**src/rtl/wlvl_pkg.sv**
```systemverilog
package wlvl_pkg;
  typedef enum logic [2:0] {
    S_IDLE,
    S_SETTLE,
    S_PULSE,
    S_CAPT,
    S_DECIDE
  } wl_state_t;
endpackage

```
**src/rtl/wlvl_settle.sv**
```systemverilog
module wlvl_settle #(
  parameter int CYC = 16
) (
  input  logic clk,
  input  logic rst,
  input  logic load,
  output logic expired
);
  localparam int CW = (CYC < 2) ? 1 : $clog2(CYC);

  logic [CW-1:0] cnt;

  always_ff @(posedge clk) begin
    if (rst)           cnt <= '0;
    else if (load)     cnt <= CW'(CYC - 1);
    else if (cnt != 0) cnt <= cnt - 1'b1;
  end

  assign expired = (cnt == '0);

  a_r3_settle_bound: assert property (@(posedge clk) disable iff (rst)
    load |=> (cnt == CW'(CYC - 1)));
endmodule

```
**src/rtl/wlvl_vote.sv**
```systemverilog
module wlvl_vote #(
  parameter int N = 4
) (
  input  logic clk,
  input  logic rst,
  input  logic clear,
  input  logic sample_en,
  input  logic bit_in,
  output logic last,
  output logic majority
);
  localparam int CW = $clog2(N + 1);

  logic [CW-1:0] idx;
  logic [CW-1:0] ones;

  always_ff @(posedge clk) begin
    if (rst || clear) begin
      idx  <= '0;
      ones <= '0;
    end else if (sample_en) begin
      idx  <= idx + 1'b1;
      ones <= ones + CW'(bit_in);
    end
  end

  assign last     = (idx == CW'(N - 1));
  assign majority = ({ones, 1'b0} > (CW + 1)'(N));

  a_r5_vote_bound: assert property (@(posedge clk) disable iff (rst)
    (idx <= CW'(N)) && (ones <= idx));
  a_r4_count_step: assert property (@(posedge clk) disable iff (rst)
    (sample_en && !clear) |=> (idx == $past(idx) + 1'b1));
endmodule

```
**src/rtl/wlvl_search.sv**
```systemverilog
module wlvl_search
  import wlvl_pkg::*;
#(
  parameter int TAP_W      = 6,
  parameter int SETTLE_CYC = 16,
  parameter int NSAMP      = 4
) (
  input  logic             clk,
  input  logic             rst,
  input  logic             start,
  input  logic             fb_level,
  output logic [TAP_W-1:0] tap_out,
  output logic             strobe_req,
  output logic             lvl_active,
  output logic             odt_force,
  output logic             done,
  output logic             error,
  output logic [TAP_W-1:0] locked_tap
);
  localparam logic [TAP_W-1:0] TAP_MAX = '1;

  wl_state_t st, st_nxt;
  logic      seen_zero;
  logic      settle_load, settle_done;
  logic      vote_en, vote_last, vote_bit;
  logic      hit;

  wlvl_settle #(.CYC(SETTLE_CYC)) u_settle (
    .clk(clk), .rst(rst), .load(settle_load), .expired(settle_done)
  );

  wlvl_vote #(.N(NSAMP)) u_vote (
    .clk(clk), .rst(rst), .clear(settle_load), .sample_en(vote_en),
    .bit_in(fb_level), .last(vote_last), .majority(vote_bit)
  );

  assign hit = vote_bit && seen_zero;

  always_comb begin
    st_nxt = st;
    case (st)
      S_IDLE:   if (start) st_nxt = S_SETTLE;
      S_SETTLE: if (settle_done) st_nxt = S_PULSE;
      S_PULSE:  st_nxt = S_CAPT;
      S_CAPT:   st_nxt = vote_last ? S_DECIDE : S_PULSE;
      S_DECIDE: st_nxt = (hit || tap_out == TAP_MAX) ? S_IDLE : S_SETTLE;
      default:  st_nxt = S_IDLE;
    endcase
  end

  assign settle_load = (st_nxt == S_SETTLE) && (st != S_SETTLE);
  assign vote_en     = (st == S_CAPT);

  always_ff @(posedge clk) begin
    if (rst) begin
      st         <= S_IDLE;
      tap_out    <= '0;
      locked_tap <= '0;
      seen_zero  <= 1'b0;
      done       <= 1'b0;
      error      <= 1'b0;
      strobe_req <= 1'b0;
      lvl_active <= 1'b0;
      odt_force  <= 1'b0;
    end else begin
      st         <= st_nxt;
      strobe_req <= (st_nxt == S_PULSE);
      lvl_active <= (st_nxt != S_IDLE);
      odt_force  <= (st_nxt != S_IDLE);
      case (st)
        S_IDLE: if (start) begin
          tap_out    <= '0;
          locked_tap <= '0;
          seen_zero  <= 1'b0;
          done       <= 1'b0;
          error      <= 1'b0;
        end
        S_DECIDE: begin
          if (!vote_bit) seen_zero <= 1'b1;
          if (hit) begin
            done       <= 1'b1;
            locked_tap <= tap_out;
          end else if (tap_out == TAP_MAX) begin
            done       <= 1'b1;
            error      <= 1'b1;
            tap_out    <= '0;
            locked_tap <= '0;
          end else begin
            tap_out <= tap_out + 1'b1;
          end
        end
        default: ;
      endcase
    end
  end

  a_r12_strobe_in_search: assert property (@(posedge clk) disable iff (rst)
    strobe_req |-> lvl_active);
  a_r12_error_has_done: assert property (@(posedge clk) disable iff (rst)
    error |-> done);
  a_r7_done_not_active: assert property (@(posedge clk) disable iff (rst)
    done |-> !lvl_active && !odt_force);
  a_r9_error_zero_tap: assert property (@(posedge clk) disable iff (rst)
    error |-> (tap_out == '0) && (locked_tap == '0));
  a_r6_tap_step: assert property (@(posedge clk) disable iff (rst)
    (lvl_active && $past(lvl_active) && !$rose(done)) |->
      (tap_out == $past(tap_out) || tap_out == $past(tap_out) + 1'b1));
  a_r11_result_hold: assert property (@(posedge clk) disable iff (rst)
    (done && !start) |=> $stable(locked_tap) && $stable(error));
endmodule

```
**config.mk**
```make
export PLATFORM = sky130hd
export DESIGN_NAME = wlvl_search
export DESIGN_NICKNAME = d
export VERILOG_FILES = /design/src/rtl/wlvl_pkg.sv /design/src/rtl/wlvl_settle.sv /design/src/rtl/wlvl_vote.sv /design/src/rtl/wlvl_search.sv
export SDC_FILE = /design/constraint.sdc
export NUM_CORES = 1
export LEC_CHECK = 0
export ABC_AREA = 1
export BUFFER_PORTS_ARGS = -buffer_cell sky130_fd_sc_hd__buf_2
export CAP_MARGIN = 40
export CORE_MARGIN = 1
export CORE_UTILIZATION = 25
export DETAILED_ROUTE_END_ITERATION = 10
export GPL_TIMING_DRIVEN = 0
export SYNTH_ARGS = -nofsm -noshare
export SYNTH_HDL_FRONTEND = slang
export SYNTH_SLANG_ARGS = --single-unit
export TNS_END_PERCENT = 5
```
**constraint.sdc**
```tcl
create_clock -name clk -period 1.4 [get_ports clk]
set_input_delay 0.07 -clock clk [delete_from_list [all_inputs] [get_ports clk]]
set_output_delay 0.07 -clock clk [all_outputs]
set_load 0.03 [all_outputs]
```
======== Word level (Yosys, flattened, before mapping) ========
Index checks and enable logic that the tools add are counted.
storage, ports and cells
  bits in registers ....................... 30
  input port bits ......................... 4
operators by class
  add/sub/neg operators ................... 4
  order comparisons ....................... 1
  equal/unequal tests ..................... 14
  multiplexer cells ....................... 22
  reduce and logical (&&, ||, !) cells .... 14
operator list
  cell                                                number
  two-way mux 6 bit                                   5
  case mux 6 bit (2 select lines)                     2
  case mux 3 bit (5 select lines)                     1
  == test 3 x 2 -> 1 bit, second input constant       4
  two-way mux 3 bit                                   3
  AND reduction 3 bit                                 3
  two-way mux 4 bit                                   2
  != test 2 bit, second input constant                4
  adder 6 x 1 -> 6 bit, second input constant         1
  == test 3 x 1 -> 1 bit, second input constant       2
  == test 6 bit, second input constant                1
  two-way mux 1 bit                                   6
  case mux 1 bit (2 select lines)                     3
  > comparator 4 x 3 -> 1 bit, second input constant  1
  zero test 4 bit                                     1
  AND reduction 4 bit                                 1
  nonzero test 2 bit                                  2
  nonzero test 4 bit                                  1
  subtractor 4 x 1 -> 4 bit, second input constant    1
  adder 3 x 1 -> 3 bit                                1
  adder 3 x 1 -> 3 bit, second input constant         1
  == test 3 bit, second input constant                1
  zero test 3 bit                                     1
  != test 3 x 1 -> 1 bit, second input constant       1
  4 further kinds                                     6

======== Logic depth before layout (Yosys ltp) ========
Gate-level depths: netlist of the first run.
  depth in word-level cells ............... 8
  gate-level depth with buffers ........... 11
  mapped depth without buffers ............ 11

======== Cells and area by module ========
Synthesis of the first run repeated with hierarchy kept, for this count alone.
second synthesis, totals
  cell total of the unflattened synthesis .. 209
  area total of the unflattened synthesis .. 1467.7 um2
by module, submodules not included
  module       times used  cells each  area an instance (um2)  sequential area each (um2)
  wlvl_search  1           134         930.9                   400.4
  wlvl_vote    1           41          311.5                   120.1
  wlvl_settle  1           34          225.2                   80.1

======== Least setup slack after synthesis of the first run ========
No wires, ideal clock.
  kind .................................... flip-flop to flip-flop
  from .................................... register tap_out[1]
  to ...................................... register u_settle.cnt[2]
  arrival ................................. 1518 ps
  data required time ...................... 1291 ps
  slack ................................... -227 ps
  cell stages (with the launch flop) ...... 11
  path buffers ............................ 0
  period minus slack after synthesis ...... 1627 ps
  cells stage by stage .................... dfxtp_1 ha_1 nand2_1 nor2_1 nand2_1 nand3_4 nand2_2 nand2_4 o21ai_0 nand2_1 inv_1
between the ends
  word-level cells in the longest chain between the ends .. 7
  elaborated cells on any way between the ends .. 8
  classes of those cells .................. 2 x eq/ne; 3 x mux; 3 x reduce/logical
ends and longest elaborated chain
  what                                                            line               text
  start: declaration                                              wlvl_search.sv:12  output logic [TAP_W-1:0] tap_out,
  start signal: assignment                                        wlvl_search.sv:89  tap_out <= tap_out + 1'b1;
  == test 6 bit *                                                 wlvl_search.sv:46  S_DECIDE: st_nxt = (hit || tap_out == TAP_MAX) ? S_IDLE : S_SETTLE;
  logical OR 1 bit *                                              wlvl_search.sv:46
  two-way mux 1 bit *                                             wlvl_search.sv:46
  case mux 3 bit (5 select lines) *                               wlvl_search.sv:41  case (st)
  == test 3 x 1 -> 1 bit *                                        wlvl_search.sv:51  assign settle_load = (st_nxt == S_SETTLE) && (st != S_SETTLE);
  logical AND 1 bit *                                             wlvl_search.sv:51
  two-way mux 4 bit / nonzero test 2 bit (equally long branches)  -
  end signal: assignment                                          wlvl_settle.sv:15  else if (load) cnt <= CW'(CYC - 1);
  end signal: assignment                                          wlvl_settle.sv:16  else if (cnt != 0) cnt <= cnt - 1'b1;
  end: declaration                                                wlvl_settle.sv:11  logic [CW-1:0] cnt;
Every way passes the cells marked *; elsewhere a longest branch is shown, timed or not.
A chain may end at the register's enable or synchronous reset.

======== Worst setup path in the final report of the first run ========
  from .................................... register u_settle.cnt[0]
  to ...................................... register u_settle.cnt[3]
between the ends
  word-level cells in the longest chain between the ends .. 6
  elaborated cells on any way between the ends .. 10
  classes of those cells .................. 1 x add/sub; 1 x eq/ne; 4 x mux; 4 x reduce/logical
ends and longest elaborated chain
  what                                                            line               text
  zero test 4 bit                                                 wlvl_settle.sv:19  assign expired = (cnt == '0);
  two-way mux 3 bit                                               wlvl_search.sv:43  S_SETTLE: if (settle_done) st_nxt = S_PULSE;
  case mux 3 bit (5 select lines)                                 wlvl_search.sv:41
  == test 3 x 1 -> 1 bit                                          wlvl_search.sv:51
  logical AND 1 bit                                               wlvl_search.sv:51
  two-way mux 4 bit / nonzero test 2 bit (equally long branches)  -
Parallel ways exist; a longest one is shown, timed or not. The select of a mux whose other input is x is not followed.

==> impl_metrics.csv, run 1 <==
group,metric,value,unit
worst_setup_path,required,1.59,ns
floorplan,num_io_pins,21,
synthesis,syn_nets,194,
floorplan,dieArea,0.00609,mm²
sta,hold_violations,0,
sta,slew_violations,0,
grt,grt_pass1_vias,1147,
worst_setup_path,start_kind,"flop",
power,ir_worst_vdd,420,µV
floorplan,initial_core_util,26.1,%
synthesis,syn_area,0.00145,mm²
final_layout,drive_above_1_share,38.1,%
clock_tree,cts_buffer_depth,2,
synthesis,ys_warn_count,0,
grt,grt-ovfl-total,0,
final_layout,nFillCells,610,
grt,antenna_found_initial,0,
sta,min_period,1.35,ns
run_status,outcome,"completed",
floorplan,die_y,78.0,µm
place,dp.final_hpwl,2070,µm
sta,fin_crit_sh,96.3,%
clock_tree,clock_sinks,30,
routing,wirelength,3000,µm
grt,grt_pass1_wl,5050,µm
place,routabilityCongestion,0.782,
worst_setup_path,critPathMaxFanout,5,
floorplan,die_w,78.0,µm
worst_setup_path,crit_family,"simple AND/OR/NAND/NOR gates",
synthesis,ys_seq_area_share,41.6,%
final_layout,num_antenna_cells,0,
final_layout,nets,232,
grt,grt_usage,10.6,%
clock_tree,clkLatencyLatePin,0.28,ns
clock_tree,htree_levels,2,
power,power_density,1440,mW/mm²
clock_tree,cts_tree,"yes",
synthesis,netlist.area_leader.share,41.6,%
sta,tns,0,ns
worst_setup_path,critPathArrivalTime,1.54,ns
worst_setup_path,path_class,"reg2reg",
floorplan,std_cell_rows,27,
sta,setup_viol,0,
final_layout,multi_input_area,812,µm²
sta,clock_skew,0.00925,ns
clock_tree,root_buffer,"clkbuf_8",
min_path,hp-class,"in2reg",
sta,max_slew_margin,60.3,%
worst_setup_path,slowest_stage,"dfxtp_2",
final_layout,regArea,614,µm²
synthesis,syn_area_per_cell,7.85,µm²
run,maxCapViolations,0,
clock_tree,clk_pin_slew_worst_paths,0.07,ns
sta,max_slew.worst_pin.slew,0.589,ns
routing,drt_first_iter_violations,37,
routing,drtAntennaViolNets,0,
power,p_leak,0.819,nW
final_layout,fin_util,34.7,%
synthesis,synth_cell_type_count,29,
worst_setup_path,critPathMaxStageDelay,0.32,ns
synthesis,yosys.area.top_type,"dfxtp_1",
floorplan,core,0.00554,mm²
grt,grt_max_degree,11,
worst_setup_path,cp-end-kind,"flop",
routing,avgViaCountPerCell,4.21,
routing,vias,1243,
clock_tree,numCtsBuffers,5,
routing,drc,0,
place,port_buffers,20,
worst_setup_path,crit_chain,"inv_2 -> ha_4 -> nand2_2 -> nor2_4 -> nor2_1 -> nor2_2 -> nand2_4 -> nand2_8 -> o21ai_1 -> nand2_1 -> inv_1",
routing,drtPass1Iterations,4,
worst_setup_path,crit_buf_inv,2,
synthesis,synthCells,184,
routing,wire_per_inst,10.2,µm
synthesis,synthTopCellsByArea,"dfxtp_1 (42%), nand2_1 (10%), inv_1 (5.7%)",
power,finalPower,0.00278,W
synthesis,ys_ff_latch,30,
sta,timing.fmax,742,MHz
final_layout,area_growth,33.1,%
layout by cell type, fill, tap and decap left out:
cell / Yosys / routed
a21oi_1: 14 / 13
a21oi_2: 5 / 6
and3_1: 1 / 1
buf_2: 1 / 21
buf_4: 1 / 12
buf_6: 1 / 1
clkbuf_1: 1 / 2
clkbuf_8: 0 / 6
clkinv_2: 0 / 1
clkinv_4: 1 / 1
dfxtp_1: 30 / 23
dfxtp_2: 0 / 5
dfxtp_4: 0 / 2
ha_1: 6 / 4
ha_4: 0 / 2
inv_1: 22 / 20
inv_2: 3 / 4
inv_4: 0 / 1
nand2_1: 40 / 36
nand2_2: 5 / 6
nand2_4: 3 / 4
nand2_8: 0 / 2
nand3_1: 9 / 9
nand3_4: 2 / 2
nand4_1: 3 / 3
nor2_1: 13 / 10
nor2_2: 1 / 1
nor2_4: 2 / 5
nor3_1: 2 / 2
o211a_1: 1 / 1
o21ai_0: 10 / 7
o21ai_1: 0 / 2
o21ai_2: 1 / 2
o31ai_1: 1 / 1
or2_2: 1 / 1
xnor2_1: 2 / 2
xor2_1: 2 / 2
final timing paths:
kind | start | slack [ns] | endpoint | cells past startpoint
setup reg to reg | u_settle.cnt[0] | 0.05 | u_settle.cnt[3] | 11
setup / recovery | u_settle.cnt[0] | 0.05 | u_settle.cnt[3] | 11
hold / removal | rst | 0.02 | st[1] | 2
hold reg to reg | locked_tap[5] | 0.46 | locked_tap[5] | 2
worst reg2reg max path: cells and delay by family (launching register included):
family / cells / cell delay (ns)
compound gates: 1 / 0.07
flops: 1 / 0.32
fa+ha+maj: 1 / 0.15
simple gates: 7 / 0.59
buf+inv: 2 / 0.11
power breakdown:
part | switching, W | internal (W) | total, W
registers | 0.0000558 | 0.000943 | 0.000998
logic | 0.000605 | 0.000453 | 0.00106
clock network | 0.000323 | 0.000396 | 0.000719
sequential cells by signal, summed over array words and instances (netlist names):
| register | flops |
|---|---|
| locked_tap | 6 |
| tap_out | 6 |
| u_settle.cnt | 4 |
| st | 3 |
| u_vote.idx | 3 |
| u_vote.ones | 3 |
| done | 1 |
| error | 1 |
| odt_force | 1 |
| seen_zero | 1 |
| strobe_req | 1 |
area by class of cell:
cell class	count	area share (%)
Timing Repair Buffer	31	9.50
Multi-Input combinational cell	124	42.2
Clock buffer	7	4.49
Tap cell	72	4.68
Sequential cell	30	31.9
Buffer	4	1.43
Clock inverter	1	0.260
Inverter	26	5.47
metal layers:
| metal | vias up | share of wire [%] | GRT usage (%) |
|---|---|---|---|
| met5 | - | 0 | 0 |
| met3 | 7 | 4.3 | 3.60 |
| met2 | 16 | 46 | 17.2 |
| met1 | 555 | 47 | 12.4 |
| met4 | 0 | 2.0 | 5.56 |
| li1 | 665 | - | - |
cells by family (layout without fill, tap and decap cells):
group,after synthesis,count (layout),synth area share (%)
adder cells (fa/ha/maj),6,6,5.19
AND/OR/NAND/NOR,82,82,28.7
XOR/XNOR,4,4,2.42
flip-flops,30,30,41.6
buffers and inverters,30,69,9.00
AO/OA/AOI/OAI,32,32,13.2
cells in the mapped netlist:
cell type  count
nand2_4        3
ha_1           6
a21oi_1       14
buf_4          1
and3_1         1
o21ai_2        1
nor2_2         1
nand2_2        5
nand3_1        9
nor3_1         2
clkinv_4       1
o211a_1        1
a21oi_2        5
inv_1         22
xnor2_1        2
inv_2          3
clkbuf_1       1
nor2_4         2
nand4_1        3
o21ai_0       10
nor2_1        13
nand2_1       40
buf_2          1
or2_2          1
o31ai_1        1
xor2_1         2
buf_6          1
dfxtp_1       30
nand3_4        2
timing repair:
action	4_1_cts	5_1_grt
gates resized for setup	7	23
pin swaps	4	11
setup endpoints to repair	12	23
hold buffers	0	0
setup buffers	4	7
per-stage QoR:
stage	instances	area, µm²	hold WS (ns)	worst slack [ns]
2_1_floorplan	184	1460	0.159	0.00142
3_3_place_gp	276	1650	0.337	-0.109
3_5_place_dp	276	1650	0.341	-0.121
4_1_cts	288	1780	0.0336	-0.00102
5_1_grt	295	1920	0.0307	-0.0361
6_report	295	1920	0.0228	0.0525
No activity file was read; power rests on OpenSTA's default activity.
==> run 2, diff against run 1 <==
ABC_AREA = not set   (was 1)
SETUP_SLACK_MARGIN = 0.5   (was not set)
SYNTH_HIERARCHICAL = 1   (was not set)
==> run 2 against run 1 <==
The run now ends with setup timing left. Cell area grew 3.3%. Power shrank 13%. Worst hold slack gained 0.012 ns. Sequential share of layout area shrank 0.57 points. Combinational power shrank 29%. Critical endpoint is now u_vote/idx[2]. Largest cell class unchanged. Register-to-register slack lost 0.40 ns.
==> impl_metrics.csv, run 2 <==
group,metric,value,unit
floorplan,die_y,76.8,µm
synthesis,synth.most_common_cell,"dfxtp_1",
routing,avgViaCountPerCell,4.57,
sta,setup_viol,24,
clock_tree,clk_pin_slew_worst_paths,0.06,ns
clock_tree,clkLatencyLatePin,0.28,ns
power,power_density,1210,mW/mm²
run,maxCapViolations,0,
clock_tree,root_buffer,"clkbuf_8",
power,finalPower,0.00241,W
worst_setup_path,critPathMaxStageDelay,0.41,ns
worst_setup_path,path_class,"reg2reg",
grt,use_met1,14.8,%
final_layout,final_common_cell,"dfxtp_1",
routing,drtPass1Iterations,4,
worst_setup_path,crit_chain,"buf_8 -> or3b_4 -> a211oi_4 -> o21ba_4 -> nor2_4 -> or2_1 -> buf_6 -> a211oi_2",
synthesis,yosys.area.top_type,"dfxtp_1",
place,port_buffers,20,
clock_tree,cts_tree,"yes",
worst_setup_path,r2r_slack,-0.35,ns
grt,use_met2,18.6,%
place,dpl_cell_area,0.00166,mm²
synthesis,ys_async_sr_fraction,0,%
sta,rsz0062_at_grt,"true",
grt,grt_max_degree,11,
routing,vias,1243,
clock_tree,numCtsBuffers,5,
synthesis,ys_warn_count,6,
grt,met3_usage,3.10,%
routing,drtAntennaViolNets,0,
floorplan,initial_core_util,26.7,%
sta,setup_slack,-0.345,ns
place,routabilityCongestion,0.813,
place,dp.final_hpwl,2130,µm
power,ir_worst_vdd,381,µV
final_layout,num_antenna_cells,0,
grt,grt_usage,11.7,%
worst_setup_path,required,1.56,ns
final_layout,nets,212,
min_path,hp-class,"in2reg",
power,pwr-share-clk,28.5,%
floorplan,die_w,76.8,µm
worst_setup_path,crit_cells,8,
worst_setup_path,critPathArrivalTime,1.90,ns
worst_setup_path,startpoint,"st[1]",
final_layout,largestRegisters,"locked_tap: 6 flops, tap_out: 6 flops, u_settle/cnt: 4 flops",
floorplan,num_io_pins,21,
sta,timing.fmax,573,MHz
synthesis,synthCells,161,
grt,grt-ovfl-total,0,
worst_setup_path,crit_family,"simple AND/OR/NAND/NOR gates",
sta,fin_crit_sh,125,%
floorplan,dieArea,0.00590,mm²
run_status,violations,"setup timing",
worst_setup_path,timing.rr.start,"st[1]",
min_path,whs_path_depth,2,
routing,wirelength,3210,µm
routing,wire_per_inst,11.8,µm
grt,grt_pass1_wl,5530,µm
grt,busiest_layer,"met2",
synthesis,synth_cell_type_count,43,
sta,max_slew.worst_pin.slew,0.544,ns
synthesis,synth_ff_type,"dfxtp_1",
power,power_switching,0.000724,W
routing,drc,0,
floorplan,std_cell_rows,26,
power,p_leak,0.781,nW
synthesis,synth_edf_count,0,
synthesis,synthTopCellsByArea,"dfxtp_1 (43%), a21oi_1 (5.4%), ha_1 (5.4%)",
worst_setup_path,crit_buf_inv,2,
sta,clock_skew,0.00497,ns
floorplan,core,0.00524,mm²
synthesis,synth_common_cells,"dfxtp_1 (30), nor2_1 (20), a21oi_1 (15), nand2_1 (14), o21ai_0 (10)",
clock_tree,htree_levels,2,
place,dp_cells,251,
clock_tree,cts_buffer_depth,2,
sta,max_slew_margin,63.7,%
final_layout,drive_above_1_share,40.6,%
worst_setup_path,start_kind,"flop",
final_layout,instances_no_fill,272,
sta,slew_violations,0,
routing,drt_first_iter_violations,64,
synthesis,syn_area,0.00140,mm²
synthesis,syn_nets,171,
clock_tree,clock_sinks,30,
final_layout,finalInstanceArea,0.00199,mm²
power,swShare,30.0,%
run_status,outcome,"finished with violations",
synthesis,ys_ff_latch,30,
synthesis,ys_seq_area_share,42.9,%
worst_setup_path,ff2ff_path_depth,8,
final_layout,final_cell_mix,"dfxtp_1 (22), buf_4 (18), a21oi_1 (15), nand2_1 (14), nor2_1 (13)",
synthesis,netlist.area_leader.share,42.9,%
grt,antenna_found_initial,0,
min_path,hp-start,"rst",
worst_setup_path,critPathMaxFanout,7,
power,seqPwrFrac,40.4,%
power,combPwrFrac,31.1,%
sta,hold_violations,0,
power,internal-power,0.00169,W
sta,min_period,1.75,ns
synthesis,syn_area_per_cell,8.69,µm²
worst_setup_path,slowest_stage,"or3b_4",
final_layout,area_growth,41.9,%
sta,worst_hold_slack,0.0346,ns
grt,grt_pass1_vias,1178,
worst_setup_path,cp-end-kind,"flop",
run 2: changes by cell type after synthesis, sizes merged, moves of 2 or more:
cell    before  now
clkbuf       1    6
nand2       48   14
a21oi       19   15
a31oi        0    3
a211oi       0    4
nor3b        0    2
a311oi       0    2
nand3       11    4
inv         25    6
o21bai       0    2
nand3b       0    2
mux2i        0    4
nor2        16   20
and3         1    3
run 2: timing repair:
action / CTS / global route
gates resized for setup: 24 / 28
pin swaps: 7 / 11
endpoints found under the setup margin: 36 / 42
hold buffers: 0 / 0
setup buffers: 7 / 7
run 2: kinds of logic (layout without fill, tap and decap cells):
logic type | after synthesis | count (layout) | synth area share, %
and+or+nand+nor | 57 | 57 | 20.7
AOI/OAI and AO/OA | 44 | 44 | 20.3
DFF | 30 | 30 | 42.9
buffers and inverters | 15 | 56 | 4.56
adders and majority gates | 6 | 6 | 5.37
muxes | 5 | 5 | 3.67
xor gates and xnor gates | 4 | 4 | 2.50
run 2: per-layer routing:
metal  vias up  part of all wire, %
met2        26                   44
met1       566                   50
met5         -                    0
met4         0                  2.1
met3         6                  3.9
li1        645                    -
run 2: power groups by stage:
stage	clock network [W]	logic, W	registers, W
6_report	0.000687	0.000750	0.000973
4_1_cts	0.000718	0.000658	0.000975
3_5_place_dp	0	0.000554	0.000994
2_1_floorplan	0	0.000433	0.00101
5_1_grt	0.000758	0.000815	0.000984
3_3_place_gp	0	0.000551	0.000991
run 2: worst register-to-register path: stages, from the launching register on:
cell      delay (ns)
dfxtp_2         0.32
buf_8           0.12
or3b_4          0.41
a211oi_4        0.17
o21ba_4         0.19
nor2_4          0.10
or2_1           0.14
buf_6           0.13
a211oi_2        0.04
run 2: final cells by class:
type | instances | area (µm²)
Fill cell | 524 | 3250
Multi-Input combinational cell | 116 | 830
Sequential cell | 30 | 623
Timing Repair Buffer | 34 | 268
Tap cell | 70 | 87.6
Clock buffer | 7 | 86.3
Buffer | 9 | 68.8
Inverter | 6 | 22.5
run 2: final timing paths:
check,endpoint
worst min-delay path,u_settle/cnt[3]
worst max register to register,u_vote/idx[2]
worst min register to register,locked_tap[0]
worst max-delay path,u_vote/idx[2]
run 2: metrics by stage:
| step | setup WS, ns | utilization (%) | setup TNS (ns) |
|---|---|---|---|
| final | -0.345 | 37.9 | -4.95 |
| after detailed placement | -0.476 | 31.8 | -8.03 |
| after CTS | -0.408 | 35.8 | -5.76 |
| after global routing | -0.405 | 37.9 | -6.39 |
| after floorplan | -0.307 | - | -3.30 |
| after global placement | -0.466 | 31.8 | -8.15 |
